<file path="src/rtl/fp_cond_pkg.sv">
package fp_cond_pkg;
  localparam int CC_NAN   = 0;
  localparam int CC_INF   = 1;
  localparam int CC_ZERO  = 2;
  localparam int CC_NEG   = 3;
  localparam int EXC_W    = 8;
  localparam int BSUN_BIT = 7;

  typedef enum logic [2:0] {
    REL_FALSE = 3'd0,
    REL_EQ    = 3'd1,
    REL_GT    = 3'd2,
    REL_GE    = 3'd3,
    REL_LT    = 3'd4,
    REL_LE    = 3'd5,
    REL_GL    = 3'd6,
    REL_GLE   = 3'd7
  } rel_e;

  typedef struct packed {
    logic illegal;
    logic signalling;
    logic invert;
    rel_e rel;
  } pred_dec_t;
endpackage

</file>
<file path="src/rtl/fp_pred_decode.sv">
module fp_pred_decode
  import fp_cond_pkg::*;
#(
  parameter int PRED_W = 6
) (
  input  logic [PRED_W-1:0] pred,
  output pred_dec_t         dec
);
  localparam int NIB_W = 4;

  logic [NIB_W-1:0] nib;

  always_comb begin
    nib            = pred[3] ? (pred[NIB_W-1:0] ^ 4'hF) : pred[NIB_W-1:0];
    dec.illegal    = |pred[PRED_W-1:5];
    dec.signalling = pred[4];
    dec.invert     = pred[3];
    dec.rel        = rel_e'(nib[2:0]);
  end
endmodule

</file>
<file path="src/rtl/fp_rel_eval.sv">
module fp_rel_eval
  import fp_cond_pkg::*;
(
  input  rel_e       rel,
  input  logic [3:0] cc,
  output logic       base
);
  logic n, z, un;

  always_comb begin
    n  = cc[CC_NEG];
    z  = cc[CC_ZERO];
    un = cc[CC_NAN];
    unique case (rel)
      REL_FALSE: base = 1'b0;
      REL_EQ:    base = z;
      REL_GT:    base = !un && !z && !n;
      REL_GE:    base = z || (!un && !n);
      REL_LT:    base = n && !un && !z;
      REL_LE:    base = z || (n && !un);
      REL_GL:    base = !un && !z;
      REL_GLE:   base = !un;
      default:   base = 1'b0;
    endcase
  end
endmodule

</file>
<file path="src/rtl/fp_branch_offset.sv">
module fp_branch_offset #(
  parameter int DISP_W = 16
) (
  input  logic [DISP_W-1:0]   w0,
  input  logic [DISP_W-1:0]   w1,
  input  logic                long_form,
  input  logic                taken,
  output logic [2*DISP_W-1:0] off
);
  localparam int OFF_W = 2 * DISP_W;
  localparam logic [OFF_W-1:0] STEP_SHORT = OFF_W'(4);
  localparam logic [OFF_W-1:0] STEP_LONG  = OFF_W'(6);
  localparam logic [OFF_W-1:0] TAKEN_ADJ  = OFF_W'(2);

  logic [OFF_W-1:0] disp;

  always_comb begin
    if (long_form) disp = {w0, w1};
    else           disp = {{(OFF_W-DISP_W){w0[DISP_W-1]}}, w0};
    if (taken)          off = disp + TAKEN_ADJ;
    else if (long_form) off = STEP_LONG;
    else                off = STEP_SHORT;
  end
endmodule

</file>
<file path="src/rtl/fp_cond_eval.sv">
module fp_cond_eval
  import fp_cond_pkg::*;
#(
  parameter int PRED_W = 6,
  parameter int DISP_W = 16
) (
  input  logic                clk,
  input  logic                rst_n,
  input  logic                req_valid,
  input  logic [PRED_W-1:0]   pred,
  input  logic [3:0]          cc,
  input  logic [DISP_W-1:0]   disp_w0,
  input  logic [DISP_W-1:0]   disp_w1,
  input  logic                long_form,
  input  logic [EXC_W-1:0]    trap_en,
  output logic                res_valid,
  output logic                cond_true,
  output logic [2*DISP_W-1:0] next_off,
  output logic                bsun_set,
  output logic                illegal,
  output logic                trap
);
  localparam int OFF_W = 2 * DISP_W;

  pred_dec_t        dec;
  logic             base;
  logic             cond_d, bsun_d, trap_d;
  logic [EXC_W-1:0] exc_d;
  logic [OFF_W-1:0] off_raw, off_d;

  fp_pred_decode #(.PRED_W(PRED_W)) u_dec (.pred(pred), .dec(dec));

  fp_rel_eval u_rel (.rel(dec.rel), .cc(cc), .base(base));

  fp_branch_offset #(.DISP_W(DISP_W)) u_off (
    .w0(disp_w0), .w1(disp_w1), .long_form(long_form),
    .taken(cond_d), .off(off_raw)
  );

  always_comb begin
    cond_d = !dec.illegal && (base ^ dec.invert);
    bsun_d = !dec.illegal && dec.signalling && cc[CC_NAN];
    exc_d  = '0;
    exc_d[BSUN_BIT] = bsun_d;
    trap_d = |(exc_d & trap_en);
    off_d  = (dec.illegal || trap_d) ? '0 : off_raw;
  end

  always_ff @(posedge clk or negedge rst_n) begin
    if (!rst_n) begin
      res_valid <= 1'b0;
      bsun_set  <= 1'b0;
      trap      <= 1'b0;
      cond_true <= 1'b0;
      illegal   <= 1'b0;
      next_off  <= '0;
    end else begin
      res_valid <= req_valid;
      bsun_set  <= req_valid && bsun_d;
      trap      <= req_valid && trap_d;
      if (req_valid) begin
        cond_true <= cond_d;
        illegal   <= dec.illegal;
        next_off  <= off_d;
      end
    end
  end

  AST_VALID_LATENCY: assert property (@(posedge clk) disable iff (!rst_n)
    req_valid |=> res_valid);
  AST_NO_SPURIOUS_VALID: assert property (@(posedge clk) disable iff (!rst_n)
    !req_valid |=> !res_valid);
  AST_HOLD_RESULT: assert property (@(posedge clk) disable iff (!rst_n)
    !req_valid |=> ($stable(cond_true) && $stable(next_off)));
  AST_ILLEGAL_QUIET: assert property (@(posedge clk) disable iff (!rst_n)
    (res_valid && illegal) |-> (!cond_true && !bsun_set && !trap && next_off == '0));
  AST_BSUN_PULSE: assert property (@(posedge clk) disable iff (!rst_n)
    bsun_set |-> res_valid);
  AST_TRAP_SOURCE: assert property (@(posedge clk) disable iff (!rst_n)
    trap |-> (bsun_set && next_off == '0));
  AST_NOT_TAKEN_STEP: assert property (@(posedge clk) disable iff (!rst_n)
    (req_valid && !cond_d && !dec.illegal && !trap_d) |=>
      (next_off == (long_form ? OFF_W'(6) : OFF_W'(4))));
endmodule

</file>
<file path="config.mk">
export PLATFORM = sky130hd
export DESIGN_NAME = fp_cond_eval
export DESIGN_NICKNAME = d
export VERILOG_FILES = /design/src/rtl/fp_cond_pkg.sv /design/src/rtl/fp_pred_decode.sv /design/src/rtl/fp_rel_eval.sv /design/src/rtl/fp_branch_offset.sv /design/src/rtl/fp_cond_eval.sv
export SDC_FILE = /design/constraint.sdc
export NUM_CORES = 1
export LEC_CHECK = 0
export ABC_CLOCK_PERIOD_IN_PS = 2800
export BUFFER_PORTS_ARGS = -buffer_cell sky130_fd_sc_hd__buf_2
export CAP_MARGIN = 20
export CORE_MARGIN = 1.5
export CORE_UTILIZATION = 45
export DETAILED_ROUTE_END_ITERATION = 12
export PLACE_DENSITY = 0.73
export SKIP_CTS_REPAIR_TIMING = 1
export SLEW_MARGIN = 20
export SYNTH_ARGS = -nofsm -noshare
export SYNTH_HDL_FRONTEND = slang
export SYNTH_SLANG_ARGS = --single-unit
</file>
<file path="constraint.sdc">
create_clock -name clk -period 2.8 [get_ports clk]
set_clock_uncertainty 0.15 [all_clocks]
set_input_delay 0.42 -clock clk [delete_from_list [all_inputs] [get_ports clk]]
set_output_delay 0.42 -clock clk [all_outputs]
set_load 0.02 [all_outputs]
</file>
==> results.md <==
* CP Class: in -> reg
* Sequential Power Share at about two fifths
* Vias at approximately 2700
* Worst-path clk slew at roughly 0.080 ns
* R2R Path End: next_off[11]
* Initial DRC Count at ~240
* DIE HEIGHT at slightly below 80 um
* Synth Cell Area at ~2500 um^2
* Adder-cell share of the synthesized area at less than 1%
* # Max-Cap Violations at 0
* Clock Power Share at 36.1%
* Measured slew at the worst slew-check pin at 0.946 ns
* Power per cell area at about 460 nW/um^2
* Simple-gate share of the synthesized area at 22.2%
* Total power at 1.55 mW
* CTS root buf: clkbuf_8
* Main combinational cell family by area after synthesis: compound AO/OA/AOI/OAI gates
* Total leakage power at 1.60 nW
* Placeable Area at roughly 5500 um^2
* WP data required at ~2.8 ns
* Area leader, netlist: dfrtp_1
* Share of layout cells above drive strength 1 at a little over a third
* Die footprint at 6100 um^2
* First-pass GRT wire length at around 13 mm
* Top-count cell post-synth: dfrtp_1
* Post-synth EDFFs at 0
* Drt first pass iters at 5
* Switch Pwr at 0.462 mW
* Startpoint Class: primary input
* XOR/XNOR Fraction of Synth Area at roughly 5.5%
* GP Congestion at 0.986
* Wirelength, routed at between 7 and 8 mm
* Layout fillers at ~530
* Hold Crit Class: in -> async
* Post-synth ARST share at between 90% and 100%
* Register bit count reported by yosys at 37
* P_int at 1.09 mW
* Post-layout min period at approximately 2.4 ns
* Compound-cell area share of the yosys netlist at 24.7%
* I/O pin total at approximately 90
* Initial antenna violation count at 0
* Detail Placement HPWL at approximately 6.0 mm
* Maximum clock insertion buffer count at 2
* Avg WL per Cell at 17.2 um
* Flop2flop setup slack at 1.66 ns
* Die width at 78.1 um
* Combinational share of power at 25.5%
* CTS tree: built
* Total Routing Usage GR at a little over a quarter
* Area grow syn2layout at 32.7%
* Ys flop type: dfrtp_1
* Gr ovfl total at 0
* Cell count after synthesis at between 200 and 300
* Row count at 27
* Post-Syn Area per Cell at a little over 9 um^2
* YS warnings at 0
* Critical path arrival at around 2.4 ns
* Switching share of power at roughly 30%
* RR Startpoint: next_off[11]
* Final #Nets at 436
* Via/cell ratio at between 5 and 6
* Max_slew headroom at between 30% and 40%
* FMAX at approximately 0.42 GHz
* Worst reg2reg path depth at 3
* Top-area cell type share of the netlist area at a little over a third
* Outcome: finished clean
* Crit path max fanout at 24
* Mux contribution to synthesized area at roughly 6.3%
* Vias in the first global route at about 2600
* Setup TNS at 0 ns
* Top cells by count, synth: 37 x dfrtp_1, 29 x nand2_1, 18 x nand3_1
* CP endpoint kind: flop
* Max-slew violation count at 0
* Seq/Total Area, Yosys at 36.5%
* Max H-tree Level at 2
* Largest net degree at the start of global routing at 38
* Final hold viol count at 0
* Maximum VDD drop at 250 uV
* Fin crit share at between 80% and 90%
* Clk_lat worst skew at ~0.3 ns
* Critical path destination: next_off[17]
* Initial cell density of the core at a little under half
* N_diodes at 0
* Mapped Nets at 331
* Reg area at around 930 um^2
* Post-synthesis cell type count at 58
* Post-DRT Antenna Nets at 0
* Area of the multi-input gates at between 1500 and 2000 um^2
* Dominant cells by area after synthesis: dfrtp_1 36%, nand2_1 4.3%, a32o_1 3.9%
* Sink Count at 37
* Port-buffer cells at 82
* CP Launch Point: long_form
* Num CTS Buffers at 5
* Setup violators final at 0
* RSZ-0062 raised after global routing: no
* # DRC at 0
-- how the worst min path moves through the flow --
| stage | slack [ns] | cells past startpoint | from | end |
|---|---|---|---|---|
| global route | 0.15 | 1 | rst_n | next_off[25] |
| floorplan | -0.03 | 0 | rst_n | bsun_set |
| finish | 0.08 | 1 | rst_n | next_off[25] |
| detailed placement | 0.32 | 1 | cond_true | cond_true |
| CTS | 0.11 | 1 | rst_n | next_off[19] |
| global placement | 0.31 | 1 | cond_true | cond_true |
-- layout by cell type (no fill, tap or decap), types with 4 or more instances in the layout --
master	netlist	routed
clkbuf_8	0	5
dfrtp_1	37	37
a31oi_1	7	7
mux2i_1	7	7
o21ai_0	6	6
nand3_1	18	18
buf_4	0	32
inv_1	6	6
mux2_2	8	7
nand4_1	11	11
and2_1	4	4
a32o_1	10	10
xor2_1	8	8
a21oi_1	14	14
nand2_1	29	29
or3_1	5	5
xnor2_1	8	8
a22o_1	10	10
o2bb2ai_1	6	6
o221ai_1	4	4
nor2_1	9	9
buf_2	2	82
-- power groups by stage --
stage               combinational [mW]  clock, mW  sequential [mW]
detailed placement               0.393          0            0.606
CTS                              0.395      0.564            0.595
global placement                 0.387          0            0.604
global route                     0.429      0.592            0.600
floorplan                        0.176          0            0.656
finish                           0.395      0.559            0.595
-- final cells by class --
class                   count  area share (%)
inverters                   7           0.780
clock buffers               5            2.04
clock inverters             3            1.93
repair buffers            115            19.9
flip-flops and latches     37            27.5
multi-input cells         215            45.2
well taps                  72            2.67
-- metal layers --
layer | share of wire, % | global-route usage, % | vias to the layer above
met1 | 46 | 37.6 | 1335
met2 | 47 | 44.6 | 103
met3 | 5.9 | 3.95 | 7
li1 | - | - | 1278
met4 | 0.79 | 6.43 | 0
met5 | 0 | 0 | -
-- through the flow --
step	hold slack, ns	util (%)	instances	setup slack (ns)	cell area, um^2
after global routing	0.152	61.6	454	0.296	3370
final	0.0795	61.6	454	0.415	3370
after global placement	0.309	59.1	446	0.177	3240
after CTS	0.109	61.6	454	0.450	3370
after detailed placement	0.316	59.1	446	0.147	3240
after floorplan	-0.0256	-	276	0.0236	2590
-- cells by family (layout without fill, tap and decap cells) --
family / Yosys count / in the layout
and+or+nand+nor: 102 / 102
AOI/OAI and AO/OA: 81 / 81
DFF: 37 / 37
buffers and inverters: 24 / 130
xor gates and xnor gates: 16 / 16
muxes: 15 / 15
adders and majority gates: 1 / 1
-- sequential cells by signal (all words and copies together), names as in the netlist --
name and count:
cond_true 1, illegal 1, bsun_set 1, next_off 32
res_valid 1, trap 1
-- critical path: stages --
cell	delay, ns
buf_2	0.21
buf_12	0.20
buf_4	0.19
mux2_2	0.27
and3_4	0.24
nand3_1	0.18
or3_1	0.43
a32o_1	0.26
No activity file was read; power rests on OpenSTA's default activity.
